===== src/rtl/rgb_timing_pkg.sv =====
package rgb_timing_pkg;

    // Phases shared by the horizontal and vertical timers.
    typedef enum logic [1:0] {
        PH_ACTIVE = 2'd0,
        PH_FRONT  = 2'd1,
        PH_SYNC   = 2'd2,
        PH_BACK   = 2'd3
    } phase_t;

endpackage


===== src/rtl/rgb_axis_timer.sv =====
module rgb_axis_timer
    import rgb_timing_pkg::*;
#(
    parameter  int ACTIVE = 256,
    parameter  int FRONT  = 16,
    parameter  int SYNC   = 24,
    parameter  int BACK   = 24,
    localparam int TOTAL  = ACTIVE + FRONT + SYNC + BACK,
    localparam int CW     = $clog2(TOTAL + 1)
) (
    input  logic          clk,
    input  logic          rst,
    input  logic          step,
    output phase_t        phase,
    output logic [CW-1:0] pos,
    output logic          wrap
);

    phase_t        phase_nx;
    logic [CW-1:0] span;
    logic          last;

    // Length of the current phase and the phase that follows it.
    always_comb begin
        span     = CW'(ACTIVE);
        phase_nx = PH_FRONT;
        unique case (phase)
            PH_ACTIVE: begin span = CW'(ACTIVE); phase_nx = PH_FRONT;  end
            PH_FRONT:  begin span = CW'(FRONT);  phase_nx = PH_SYNC;   end
            PH_SYNC:   begin span = CW'(SYNC);   phase_nx = PH_BACK;   end
            PH_BACK:   begin span = CW'(BACK);   phase_nx = PH_ACTIVE; end
        endcase
    end

    assign last = (pos == span - 1'b1);
    assign wrap = step && last && (phase == PH_BACK);

    // State register: the phase and the position within it.
    always_ff @(posedge clk) begin
        if (rst) begin
            phase <= PH_ACTIVE;
            pos   <= '0;
        end else if (step) begin
            if (last) begin
                phase <= phase_nx;
                pos   <= '0;
            end else begin
                pos <= pos + 1'b1;
            end
        end
    end

    AST_POS_IN_SPAN: assert property (@(posedge clk) disable iff (rst) pos < span);
    AST_IDLE_HOLDS: assert property (@(posedge clk) disable iff (rst)
        !step |=> ($stable(phase) && $stable(pos)));
    AST_WRAP_TO_ORIGIN: assert property (@(posedge clk) disable iff (rst)
        wrap |=> (phase == PH_ACTIVE && pos == '0));

endmodule


===== src/rtl/rgb_bar_pattern.sv =====
module rgb_bar_pattern #(
    parameter  int ACTIVE = 256,
    parameter  int CW     = 9,
    localparam int BAR_W  = ACTIVE / 8
) (
    input  logic [CW-1:0] x,
    output logic [2:0]    color
);

    // One threshold per bar boundary; the bar index is how many lie behind x.
    logic [7:1] passed;

    for (genvar k = 1; k < 8; k++) begin : g_edge
        assign passed[k] = (x >= CW'(k * BAR_W));
    end

    always_comb color = 3'($countones(passed));

endmodule


===== src/rtl/rgb_heartbeat.sv =====
module rgb_heartbeat #(
    parameter  int FRAMES = 30,
    localparam int HW     = $clog2(FRAMES + 1)
) (
    input  logic clk,
    input  logic rst,
    input  logic tick,
    output logic beat
);

    logic [HW-1:0] seen;

    always_ff @(posedge clk) begin
        if (rst) begin
            seen <= '0;
            beat <= 1'b0;
        end else if (tick) begin
            if (seen == HW'(FRAMES - 1)) begin
                seen <= '0;
                beat <= ~beat;
            end else begin
                seen <= seen + 1'b1;
            end
        end
    end

    AST_BEAT_ONLY_ON_TICK: assert property (@(posedge clk) disable iff (rst)
        !tick |=> $stable(beat));
    AST_SEEN_BOUND: assert property (@(posedge clk) disable iff (rst)
        seen < HW'(FRAMES));

endmodule


===== src/rtl/rgb_timing_gen.sv =====
module rgb_timing_gen
    import rgb_timing_pkg::*;
#(
    parameter  int H_ACTIVE  = 256,
    parameter  int H_FRONT   = 16,
    parameter  int H_SYNC    = 24,
    parameter  int H_BACK    = 24,
    parameter  int V_ACTIVE  = 240,
    parameter  int V_FRONT   = 3,
    parameter  int V_SYNC    = 3,
    parameter  int V_BACK    = 16,
    parameter  int HB_FRAMES = 30,
    localparam int H_TOTAL   = H_ACTIVE + H_FRONT + H_SYNC + H_BACK,
    localparam int V_TOTAL   = V_ACTIVE + V_FRONT + V_SYNC + V_BACK,
    localparam int HCW       = $clog2(H_TOTAL + 1),
    localparam int VCW       = $clog2(V_TOTAL + 1)
) (
    input  logic clk,
    input  logic rst,
    input  logic pix_en,
    output logic hsync_n,
    output logic vsync_n,
    output logic csync_n,
    output logic red,
    output logic green,
    output logic blue,
    output logic heartbeat
);

    phase_t           h_phase;
    phase_t           v_phase;
    logic [HCW-1:0]   h_pos;
    logic [VCW-1:0]   v_pos;
    logic             h_wrap;
    logic             v_wrap;
    logic [2:0]       bar_rgb;
    logic             beat_tick;

    rgb_axis_timer #(
        .ACTIVE(H_ACTIVE), .FRONT(H_FRONT), .SYNC(H_SYNC), .BACK(H_BACK)
    ) u_htim (
        .clk(clk), .rst(rst), .step(pix_en),
        .phase(h_phase), .pos(h_pos), .wrap(h_wrap)
    );

    rgb_axis_timer #(
        .ACTIVE(V_ACTIVE), .FRONT(V_FRONT), .SYNC(V_SYNC), .BACK(V_BACK)
    ) u_vtim (
        .clk(clk), .rst(rst), .step(h_wrap),
        .phase(v_phase), .pos(v_pos), .wrap(v_wrap)
    );

    rgb_bar_pattern #(
        .ACTIVE(H_ACTIVE), .CW(HCW)
    ) u_bars (
        .x(h_pos), .color(bar_rgb)
    );

    // One tick on the edge where the registered vsync goes low.
    assign beat_tick = vsync_n && (v_phase == PH_SYNC);

    rgb_heartbeat #(
        .FRAMES(HB_FRAMES)
    ) u_beat (
        .clk(clk), .rst(rst), .tick(beat_tick), .beat(heartbeat)
    );

    // Output process: every pin registered from the timer phases.
    always_ff @(posedge clk) begin
        if (rst) begin
            hsync_n <= 1'b1;
            vsync_n <= 1'b1;
            csync_n <= 1'b1;
            {red, green, blue} <= 3'b000;
        end else begin
            hsync_n <= (h_phase != PH_SYNC);
            vsync_n <= (v_phase != PH_SYNC);
            csync_n <= (h_phase != PH_SYNC) && (v_phase != PH_SYNC);
            if (h_phase == PH_ACTIVE && v_phase == PH_ACTIVE)
                {red, green, blue} <= bar_rgb;
            else
                {red, green, blue} <= 3'b000;
        end
    end

    AST_CSYNC_IS_AND: assert property (@(posedge clk) disable iff (rst)
        csync_n == (hsync_n & vsync_n));
    AST_RGB_BLANKED: assert property (@(posedge clk) disable iff (rst)
        (!hsync_n || !vsync_n) |-> ({red, green, blue} == 3'b000));
    AST_VSYNC_ON_LINE_EDGE: assert property (@(posedge clk) disable iff (rst)
        $fell(vsync_n) |-> $past(h_wrap, 2));
    AST_FRAME_ORIGIN: assert property (@(posedge clk) disable iff (rst)
        v_wrap |=> (v_phase == PH_ACTIVE && v_pos == '0 && h_phase == PH_ACTIVE && h_pos == '0));
    AST_IDLE_OUTPUTS_HOLD: assert property (@(posedge clk) disable iff (rst)
        (!pix_en && !$past(pix_en) && !$past(rst)) |=>
        $stable({hsync_n, vsync_n, csync_n, red, green, blue, heartbeat}));

endmodule


===== config.mk =====
export PLATFORM = sky130hd
export DESIGN_NAME = rgb_timing_gen
export DESIGN_NICKNAME = d
export VERILOG_FILES = /design/src/rtl/rgb_timing_pkg.sv /design/src/rtl/rgb_axis_timer.sv /design/src/rtl/rgb_bar_pattern.sv /design/src/rtl/rgb_heartbeat.sv /design/src/rtl/rgb_timing_gen.sv
export SDC_FILE = /design/constraint.sdc
export NUM_CORES = 1
export LEC_CHECK = 0
export BUFFER_PORTS_ARGS = -buffer_cell sky130_fd_sc_hd__clkbuf_2
export CAP_MARGIN = 20
export CORE_MARGIN = 5
export CORE_UTILIZATION = 60
export CTS_CLUSTER_DIAMETER = 30
export DETAILED_ROUTE_END_ITERATION = 12
export MAX_ROUTING_LAYER = met4
export PLACE_DENSITY = 0.86
export SLEW_MARGIN = 40
export SYNTH_ARGS = -nofsm -noshare
export SYNTH_HDL_FRONTEND = slang
export SYNTH_SLANG_ARGS = --single-unit

===== constraint.sdc =====
create_clock -name clk -period 3.91 [get_ports clk]
set_input_delay 0.1955 -clock clk [delete_from_list [all_inputs] [get_ports clk]]
set_output_delay 0.1955 -clock clk [all_outputs]
set_load 0.05 [all_outputs]

# Word level (Yosys, flattened, before mapping)
# Cells that the tools add are included.
# totals
out_inout_bits,7
latch_bits,0
register_bits,34
mem_bits_ro,0
ram_bits,0
mem_count,0
# op_classes
addsub,11
n_lt_le_gt_ge,7
bitwise_logic,2
n_eq_ne,11
div,0
mul,0
shift,0
muxes,7
reduce_logical,13
# op_table
cell,n
$pmux 9 s3,2
$ge 9x8->1 const B,4
$add 9x1->9 const B,2
$eq 9x9->1,2
$ge 9x7->1 const B,2
$mux 9,2
$sub 9x1->9 const B,2
$pmux 2 s4,2
$ge 9x6->1 const B,1
$eq 2x2->1 const B,4
$add 1x1->2,3
$add 3x3->3,2
$reduce_and 2->1,3
$reduce_or 2->1,3
$add 5x1->5 const B,1
$eq 5x5->1 const B,1
$logic_and 1x1->1,5
$mux 5,1
$eq 2x1->1 const B,2
$logic_not 2->1,2
$ne 2x2->1 const B,2
$add 3x1->3,1
$not 1->1,2

# Depth between registers and ports, before layout
# Gate-level depths: netlist of run 1.
# logic_depth
depth_word,8
mapped_depth,12

# Cells and area by module
# From an unflattened synthesis of run 1, not the netlist that was laid out.
# unflattened
hier_cells,193
hier_area_um2,1865.5
# modules_own_cells
module,area_each_um2,seq_area_each_um2,n_inst,cells_each
rgb_axis_timer at u_vtim,648.1,220.2,1,66
rgb_axis_timer at u_htim,611.8,220.2,1,67
rgb_heartbeat,267.8,120.1,1,28
rgb_timing_gen,195.2,120.1,1,16
rgb_bar_pattern,142.6,0.0,1,16

# Least setup slack after synthesis of run 1
# No wires, ideal clock.
# synth_path
kind,reg-to-reg
startpoint,register u_htim.pos[6]
endpoint,register red
path_buffers,1
path_slack_ps,1172
required_time_ps,3794
setup_time_ps,116
path_stages_with_launch,13
arrival_time_ps,2622
path_cell_list,dfxtp_1 -> buf_2 -> or3_1 -> or2_2 -> ha_1 -> inv_1 -> fa_1 -> inv_1 -> ha_1 -> inv_1 -> fa_1 -> xnor2_1 -> nor2_1
# synth_between
elab_chain_len,4
elab_cells_between_ends,13
classes_between,6 x add/sub; 7 x order compare
# synth_rtl
element,line_no,rtl
start: declaration,rgb_axis_timer.sv:15,"output logic [CW-1:0] pos,"
start signal: assignment,rgb_axis_timer.sv:48,pos <= pos + 1'b1;
$ge 9x6->1 (tied with other cells),rgb_bar_pattern.sv:14,assign passed[k] = (x >= CW'(k * BAR_W));
$add 1x1->2 (implied by the code),rgb_bar_pattern.sv:17,always_comb color = 3'($countones(passed));
$add 3x3->3 (implied by the code) / $add 3x1->3 (equally long branches),rgb_bar_pattern.sv:17,
$add 3x3->3 (implied by the code) (*),rgb_bar_pattern.sv:17,
end signal: assignment,rgb_timing_gen.sv:80,"{red, green, blue} <= bar_rgb;"
end: declaration,rgb_timing_gen.sv:24,"output logic red,"
# Every way passes the cells marked *; elsewhere a longest branch is shown, timed or not.
# A chain may end at the register's enable or synchronous reset.

# Worst setup path after layout of run 1
# Ends and elaborated chain as after synthesis.

==> results of run 1 <==
[sequential cells by signal, indices dropped and copies added, names as in the netlist]
register,count
u_htim.pos,9
u_vtim.pos,9
u_beat.seen,5
u_htim.phase,2
u_vtim.phase,2
blue,1
csync_n,1
green,1
hsync_n,1
red,1
u_beat.beat,1
vsync_n,1
[worst reg2reg max path: cells and delay by family (launching register included)]
kind	cells	cell delay, ns
buffers and inverters	3	0.19
adder cells (fa/ha/maj)	4	1.21
XOR/XNOR	1	0.17
flip-flops	1	0.40
AND/OR/NAND/NOR	3	0.74
[per-stage QoR]
step                hold slack [ns]  std cells  power, W
floorplan                     0.275        215  0.000368
global placement              0.469        260  0.000373
detailed placement            0.472        260  0.000373
CTS                           0.167        267  0.000553
global route                  0.174        267  0.000573
finish                        0.171        267  0.000545
[cell families (layout without fill, tap and decap cells)]
family / Yosys count / in the layout
flops: 34 / 34
simple gates: 86 / 86
buf+inv: 25 / 33
xor+xnor: 17 / 17
mux: 2 / 2
fa+ha+maj: 20 / 20
compound gates: 31 / 31
[layout make-up]
| type | count | area (um2) |
|---|---|---|
| clock buffers | 5 | 37.5 |
| well taps | 44 | 55.1 |
| clock inverters | 2 | 10.0 |
| flip-flops and latches | 34 | 681 |
| fillers | 267 | 1040 |
| multi-input cells | 156 | 1090 |
| inverters | 17 | 63.8 |
| repair buffers | 9 | 45.0 |
[routing by layer]
layer | vias up | GRT usage, % | wire, um
met2 | 23 | 28.4 | 1560
met3 | 7 | 6.46 | 134
met5 | - | - | 0
li1 | 747 | - | -
met4 | 0 | 8.03 | 54
met1 | 655 | 19.2 | 1470
[how the worst max path moves through the flow]
stage | end | slack, ns | cells after the start
CTS | red | 1.08 | 11
floorplan | red | 1.17 | 12
global route | red | 0.93 | 11
detailed placement | red | 1.09 | 11
finish | red | 1.10 | 11
global placement | red | 1.17 | 11
[cells in the final DEF, fill, tap and decap left out, types with 2 or more instances in the layout]
cell type	instances
dfxtp_1	34
nor2_1	26
nand2_1	18
ha_1	17
inv_1	16
nand3_1	9
xnor2_1	9
a21oi_1	9
clkbuf_2	9
xor2_1	8
nand4_1	6
clkbuf_4	5
o21ai_0	4
o21ai_1	4
nor3_1	4
a21o_1	3
nor4_1	3
and3_1	3
a32o_1	3
or4_1	3
fa_1	3
or2_2	2
or3_1	2
nand2b_1	2
mux2i_1	2
nand4b_1	2
clkinv_2	2
[report_power, final]
| group | internal, W | total (W) | switching (W) | leakage (nW) |
|---|---|---|---|---|
| Sequential | 0.000348 | 0.000351 | 0.00000237 | 0.274 |
| Combinational | 0.00000460 | 0.0000145 | 0.00000992 | 0.462 |
| Clock | 0.0000645 | 0.000180 | 0.000116 | 0.0308 |
| Total | 0.000417 | 0.000545 | 0.000128 | 0.767 |
==> impl_metrics.env, run 1 <==
export IMPL_cp_startpoint="u_htim.pos[6]"
export IMPL_cp_common_cell="inv_1"
export IMPL_power_per_cell_area_nw_per_um2=275
export IMPL_holdBufCountCts=0
export IMPL_synthCells=215
export IMPL_synthArstFlopShare_pct=0
export IMPL_vdd_drop_max_v=0.000228
export IMPL_htree_num_levels=2
export IMPL_place_congestion=0.832
export IMPL_regToRegEndpoint="red"
export IMPL_cp_cell_sequence="or3_1 > or2_2 > ha_1 > inv_1 > fa_1 > inv_1 > ha_1 > inv_1 > fa_1 > xnor2_1 > nor2_1"
export IMPL_stdcell_area_um2=1980
export IMPL_worst_slack_ns=1.10
export IMPL_cts_resized=0
export IMPL_endpoint_kind="register"
export IMPL_start_util_pct=61.8
export IMPL_post_dp_cell_area_um2=1940
export IMPL_first_pass_iters=4
export IMPL_setup_violations=0
export IMPL_grt_overflow=0
export IMPL_yosys_register_bits=34
export IMPL_required_ns=4.15
export IMPL_startpoint_type="register"
export IMPL_synth_mux_area_share_pct=1.07
export IMPL_rr_worst_depth=11
export IMPL_grt_max_degree=16
export IMPL_cp_data_arrival_time_ns=3.05
export IMPL_dr_total_vias=1432
export IMPL_yosys_area_share_simple_pct=23.6
export IMPL_grt_pass1_vias=1359
export IMPL_hp_start="pix_en"
export IMPL_fmax_mhz=356
export IMPL_r2r_start="u_htim.pos[6]"
export IMPL_grt_pass1_wl_um=5690
export IMPL_yosys_top_cells_area="dfxtp_1 (36%), ha_1 (11%), nor2_1 (5.2%)"
export IMPL_synth_compound_area_share_pct=11.1
export IMPL_detail_route_vias_per_cell=5.36
export IMPL_cts_tree="built"
export IMPL_wl_per_cell_um=12.1
export IMPL_whs_endpoint="u_htim.pos[0]"
export IMPL_crit_family="adder cells"
export IMPL_core_area_um2=3030
export IMPL_drive_above_1_share_pct=10.8
export IMPL_path_buf_inv=3
export IMPL_root_buffer="clkbuf_4"
export IMPL_dieArea_um2=4330
export IMPL_area_delta_synth_final_pct=6.02
export IMPL_clock_sinks=34
export IMPL_hp_class="in -> reg"
export IMPL_ys_seq_area_share_pct=36.4
export IMPL_criticalPathCategory="reg -> reg"
export IMPL_clockBufferDepth=2
export IMPL_ant_nets=0
export IMPL_drc=0
export IMPL_yosysMostFrequentCell="dfxtp_1"
export IMPL_syn_area_um2=1870
export IMPL_synthTopCellsByCount="dfxtp_1 (34), nor2_1 (26), nand2_1 (18)"
export IMPL_skew_ns=0.00821
export IMPL_totalWireLength_um=3220
export IMPL_p_leak_nw=0.767
export IMPL_synth_edff_count=0
export IMPL_synthFlopType="dfxtp_1"
export IMPL_cpPeakStageDelay_ns=0.41
export IMPL_track_usage_pct=17.6
export IMPL_cp_slowest_cell="or3_1"
export IMPL_rsz0062_at_grt="no"
export IMPL_synth_adder_area_share_pct=14.6
export IMPL_fin_tns_setup_ns=0
export IMPL_ys_types=41
export IMPL_synth_top_family_by_area="simple AND/OR/NAND/NOR gates"
export IMPL_first_iter_violations=87
export IMPL_relSlewSlack_pct=66.9
export IMPL_clk_latency_ns=0.34
export IMPL_port_buffers=9
export IMPL_worst_pin_slew_ns=0.496
export IMPL_utilization_pct=65.5
export IMPL_post_route_period_util_pct=71.9
export IMPL_syn_num_nets=238
export IMPL_cap_viol_max_count=0
export IMPL_netlist_area_leader_share_pct=36.4
export IMPL_dieWidth_um=65.8
export IMPL_cts_buffers=5
export IMPL_io_pins=10
export IMPL_postSynthAreaPerCell_um2=8.70
export IMPL_status="complete, no violations"
export IMPL_holdPathStages=3
export IMPL_yosysWarnings=0
export IMPL_post_cts_buffers=0
export IMPL_pre_cts_slack_ns=1.09
export IMPL_antenna_found_initial=0
export IMPL_clk_pin_slew_ns=0.10
export IMPL_nets=246
export IMPL_synthXorXnorAreaFrac_pct=7.96
export IMPL_hold_violations=0
export IMPL_yosys_area_top_type="dfxtp_1"
export IMPL_path_max_fanout=10
export IMPL_period_needed_ns=2.81
export IMPL_hpwl_um=2340
export IMPL_drv_slew=0
export IMPL_row_count=20
export IMPL_dieHeight_um=65.8
export IMPL_diodes=0
export IMPL_reg2reg_slack_ns=1.10
(Power assumes the default switching activity.)
==> run 2: changes to the inputs <==
clock period = 2.85 ns   (was 3.91 ns; I/O delays follow)
==> run 2 against run 1 <==
Net effect:
- register-to-register slack got worse by 0.93 ns
- total power rose by 44%
- sequential power rose by 37%
- largest power group unchanged
- first-iteration DRC count rose by 1.1%
- routed wire length fell by 3.8%
- clock power rose by 59%
- via count rose by 4.1%
- worst hold slack got worse by 0.045 ns
==> impl_metrics.env, run 2 (synthesis results as in run 1) <==
export IMPL_power_per_cell_area_nw_per_um2=389
export IMPL_cp_data_arrival_time_ns=2.92
export IMPL_start_util_pct=61.8
export IMPL_hold_violations=0
export IMPL_p_comb_share_pct=2.6
export IMPL_track_usage_pct=17.0
export IMPL_row_count=20
export IMPL_clock_sinks=34
export IMPL_endpoint_kind="register"
export IMPL_criticalPathCategory="reg -> reg"
export IMPL_rsz0062_at_grt="no"
export IMPL_hpwl_um=2280
export IMPL_first_iter_violations=88
export IMPL_io_pins=10
export IMPL_core_area_um2=3030
export IMPL_vdd_drop_max_v=0.000278
export IMPL_setup_violations=0
export IMPL_hp_class="in -> reg"
export IMPL_fin_tns_setup_ns=0
export IMPL_path_max_fanout=2
export IMPL_htree_num_levels=2
export IMPL_cap_viol_max_count=0
export IMPL_worst_pin_slew_ns=0.459
export IMPL_detail_route_vias_per_cell=5.50
export IMPL_nets=249
export IMPL_drv_slew=0
export IMPL_final_common_cell="dfxtp_1"
export IMPL_grt_max_degree=16
export IMPL_intPower_w=0.000603
export IMPL_cts_buffers=5
export IMPL_totalWireLength_um=3100
export IMPL_place_congestion=0.846
export IMPL_skew_ns=0.0131
export IMPL_diodes=0
export IMPL_dr_total_vias=1490
export IMPL_port_buffers=9
export IMPL_first_pass_iters=4
export IMPL_post_route_period_util_pct=94.0
export IMPL_grt_overflow=0
export IMPL_ant_nets=0
export IMPL_status="complete, no violations"
export IMPL_relSlewSlack_pct=69.4
export IMPL_fillers=270
export IMPL_period_needed_ns=2.68
export IMPL_wl_per_cell_um=11.4
export IMPL_cts_tree="built"
export IMPL_dieWidth_um=65.8
export IMPL_final_cell_mix="dfxtp_1 (33), nor2_1 (26), nand2_1 (18)"
export IMPL_antenna_found_initial=0
export IMPL_switching_share_pct=23.5
export IMPL_drive_above_1_share_pct=12.8
export IMPL_area_delta_synth_final_pct=8.16
export IMPL_fmax_mhz=373
export IMPL_reg_top3="u_htim.pos x9, u_vtim.pos x9, u_beat.seen x5"
export IMPL_p_clk_share_pct=36.4
export IMPL_grt_pass1_vias=1351
export IMPL_clockBufferDepth=2
export IMPL_share_seq_of_total_power_pct=61.1
export IMPL_clk_pin_slew_ns=0.10
export IMPL_p_leak_nw=0.786
export IMPL_grt_pass1_wl_um=5600
export IMPL_startpoint_type="register"
export IMPL_switchingPower_w=0.000185
export IMPL_root_buffer="clkbuf_4"
export IMPL_clk_latency_ns=0.35
export IMPL_utilization_pct=66.8
export IMPL_drc=0
export IMPL_power_w=0.000788
export IMPL_required_ns=3.09
export IMPL_dieHeight_um=65.8
export IMPL_dieArea_um2=4330
[run 2: per-stage QoR]
stage | instances | setup slack, ns | cell area, um2 | hold slack [ns]
2_1_floorplan | 215 | 0.112 | 1870 | 0.222
3_3_place_gp | 263 | 0.209 | 1960 | 0.468
3_5_place_dp | 263 | 0.135 | 1960 | 0.469
4_1_cts | 271 | 0.111 | 2020 | 0.109
5_1_grt | 271 | 0.0175 | 2020 | 0.149
6_report | 271 | 0.171 | 2020 | 0.126
[run 2: what timing repair did]
action                     in CTS  in global routing
resized for setup               0                  1
setup buffers                   0                  0
hold buffers                    0                  0
setup endpoints to repair       0                  1
[run 2: critical path, stage by stage (launching register included)]
cell and delay, ns:
dfxtp_1 0.32, or3_1 0.38, or2_2 0.28, ha_1 0.29, inv_1 0.07, fa_1 0.40
inv_1 0.06, ha_1 0.13, inv_1 0.04, fa_1 0.37, xnor2_1 0.17, nor2_1 0.05
[run 2: routing by layer]
metal	GRT usage, %	wire (um)
met5	-	0
met1	18.6	1430
met3	5.10	147
met2	28.8	1460
met4	6.99	62
[run 2: cell type report]
cell class	count	area, um2	area share (%)
Tap cell	44	55.1	2.72
Timing Repair Buffer	12	67.6	3.34
Sequential cell	34	682	33.7
Inverter	17	63.8	3.15
Clock buffer	6	51.3	2.54
Multi-Input combinational cell	156	1090	53.9
Clock inverter	2	12.5	0.618
[run 2: power by group through the flow]
stage	clock [W]	sequential (W)	combinational, W
after detailed placement	0	0.000492	0.0000202
after global placement	0	0.000492	0.0000196
after CTS	0.000299	0.000481	0.0000203
after global routing	0.000322	0.000482	0.0000232
after floorplan	0	0.000491	0.0000134
final	0.000287	0.000481	0.0000202
[run 2: final timing paths]
kind              cells past startpoint       endpoint          start  slack [ns]
setup / recovery                     11            red  u_htim.pos[6]        0.17
hold / removal                        3  u_htim.pos[0]         pix_en        0.13
setup reg to reg                     11            red  u_htim.pos[6]        0.17
hold reg to reg                       2  u_vtim.pos[8]  u_vtim.pos[8]        0.48
==> run 3: changes to the inputs <==
CORE_ASPECT_RATIO = 0.9   (was not set)
==> run 3 against run 2 <==
Net effect:
- critical path type unchanged
- die area hardly changed
- combinational power barely moved
- total power fell by 1.1%
- worst setup slack got worse by 0.0049 ns
- maximum frequency is 0.18% lower
- design area down 0.31%
- first-iteration DRC count up 20%
- register-to-register slack barely moved
- core utilization is essentially flat
- final cell count decreased by 0.74%
- critical path depth stayed put
==> impl_metrics.env, run 3 (synthesis results as in run 1) <==
export IMPL_status="complete, no violations"
export IMPL_intPower_w=0.000604
export IMPL_period_needed_ns=2.68
export IMPL_place_congestion=0.828
export IMPL_final_common_cell="dfxtp_1"
export IMPL_antenna_found_initial=0
export IMPL_multi_input_area_um2=1090
export IMPL_root_buffer="clkbuf_4"
export IMPL_cts_buffers=5
export IMPL_p_leak_nw=0.787
export IMPL_clk_latency_ns=0.33
export IMPL_grt_overflow=0
export IMPL_drv_slew=0
export IMPL_fin_tns_setup_ns=0
export IMPL_cap_viol_max_count=0
export IMPL_switching_share_pct=22.5
export IMPL_setup_violations=0
export IMPL_drc=0
export IMPL_regToRegEndpoint="red"
export IMPL_diodes=0
export IMPL_cp_endpoint="red"
export IMPL_reg2reg_slack_ns=0.17
export IMPL_core_area_um2=3020
export IMPL_final_cell_mix="dfxtp_1 (33), nor2_1 (26), nand2_1 (18)"
export IMPL_grt_max_degree=16
export IMPL_io_pins=10
export IMPL_cpPeakStageDelay_ns=0.42
export IMPL_endpoint_kind="register"
export IMPL_skew_ns=0.00514
export IMPL_grt_pass1_wl_um=5770
export IMPL_final_cells=269
export IMPL_rr_worst_depth=11
export IMPL_r2r_start="u_htim.pos[6]"
export IMPL_clock_sinks=34
export IMPL_gr_usage_met2_pct=26.2
export IMPL_clockBufferDepth=2
export IMPL_cp_data_arrival_time_ns=2.92
export IMPL_dr_total_vias=1476
export IMPL_grt_busiest_layer="met2"
export IMPL_criticalPathCategory="reg -> reg"
export IMPL_cp_cell_sequence="or3_1 > or2_2 > ha_1 > inv_1 > fa_1 > inv_1 > ha_1 > inv_1 > fa_1 > xnor2_1 > nor2_1"
export IMPL_clk_pin_slew_ns=0.10
export IMPL_cp_common_cell="inv_1"
export IMPL_startpoint_type="register"
export IMPL_track_usage_pct=17.3
export IMPL_hp_class="in -> reg"
export IMPL_cp_startpoint="u_htim.pos[6]"
export IMPL_port_buffers=9
export IMPL_totalWireLength_um=3160
export IMPL_switchingPower_w=0.000175
export IMPL_relSlewSlack_pct=66.1
export IMPL_htree_num_levels=2
export IMPL_cp_slowest_cell="fa_1"
export IMPL_reg_top3="u_htim.pos x9, u_vtim.pos x9, u_beat.seen x5"
export IMPL_wl_per_cell_um=11.7
export IMPL_required_ns=3.08
export IMPL_nets=249
export IMPL_first_iter_violations=106
export IMPL_dieHeight_um=63.0
export IMPL_hpwl_um=2300
export IMPL_first_pass_iters=5
export IMPL_p_comb_share_pct=2.6
export IMPL_path_max_fanout=2
export IMPL_stdcell_area_um2=2020
export IMPL_post_route_period_util_pct=94.2
export IMPL_ant_nets=0
export IMPL_hp_start="pix_en"
export IMPL_grt_pass1_vias=1373
export IMPL_fillers=262
export IMPL_rsz0062_at_grt="no"
export IMPL_vdd_drop_max_v=0.000446
export IMPL_regArea_um2=682
export IMPL_power_per_cell_area_nw_per_um2=386
export IMPL_worst_pin_slew_ns=0.509
export IMPL_start_util_pct=62.0
export IMPL_post_dp_cell_area_um2=1960
export IMPL_share_seq_of_total_power_pct=61.8
export IMPL_whs_ns=0.137
export IMPL_drive_above_1_share_pct=12.3
export IMPL_dieWidth_um=68.9
export IMPL_utilization_pct=66.8
export IMPL_placed_cells=261
export IMPL_area_delta_synth_final_pct=7.83
export IMPL_detail_route_vias_per_cell=5.49
export IMPL_row_count=19
export IMPL_use_met3_pct=4.32
export IMPL_dieArea_um2=4340
export IMPL_p_clk_share_pct=35.7
export IMPL_fmax_mhz=373
export IMPL_hold_violations=0
export IMPL_cts_tree="built"
export IMPL_grt_use_met1_pct=22.1
[run 3: power by group through the flow]
| stage | combinational (W) | sequential (W) | clock [W] |
|---|---|---|---|
| floorplan | 0.0000134 | 0.000491 | 0 |
| global placement | 0.0000195 | 0.000492 | 0 |
| detailed placement | 0.0000200 | 0.000492 | 0 |
| CTS | 0.0000200 | 0.000481 | 0.000288 |
| global route | 0.0000227 | 0.000482 | 0.000321 |
| finish | 0.0000200 | 0.000481 | 0.000278 |
[run 3: area by class of cell]
class / count / share of cell area, %
clock inverter: 1 / 0.248
tap: 42 / 2.61
clock buffer: 7 / 2.73
sequential: 34 / 33.8
inverter: 17 / 3.16
timing repair buffer: 12 / 3.35
multi-input combinational: 156 / 54.1
[run 3: stage by stage]
stage	total power (W)	setup slack, ns
2_1_floorplan	0.000505	0.112
3_5_place_dp	0.000512	0.147
3_3_place_gp	0.000512	0.209
6_report	0.000779	0.166
5_1_grt	0.000826	0.00855
4_1_cts	0.000789	0.122
[run 3: how the worst min path moves through the flow]
| stage | end | slack [ns] | depth (start not counted) |
|---|---|---|---|
| global placement | u_htim.pos[0] | 0.47 | 3 |
| floorplan | u_vtim.phase[0] | 0.22 | 1 |
| finish | u_htim.pos[0] | 0.14 | 3 |
| detailed placement | u_vtim.pos[8] | 0.47 | 2 |
| global route | u_htim.pos[1] | 0.14 | 3 |
| CTS | u_htim.pos[0] | 0.13 | 3 |
[run 3: what timing repair did]
action	CTS	global route
hold endpoints to repair	0	0
hold buffers	0	0
resized for setup	0	1
setup endpoints to repair	0	1
buffers inserted	0	0
[run 3: worst max-delay path: cells and delay by family, from the launching register on]
family | cells | cell delay, ns
DFF | 1 | 0.32
adders and majority gates | 4 | 1.21
xor gates and xnor gates | 1 | 0.17
and+or+nand+nor | 3 | 0.71
buffers and inverters | 3 | 0.18
[run 3: per-layer routing]
layer	up-vias	share of wire, %
met5	-	0
met4	0	1.7
met3	7	3.5
met2	19	46
met1	691	49
li1	759	-
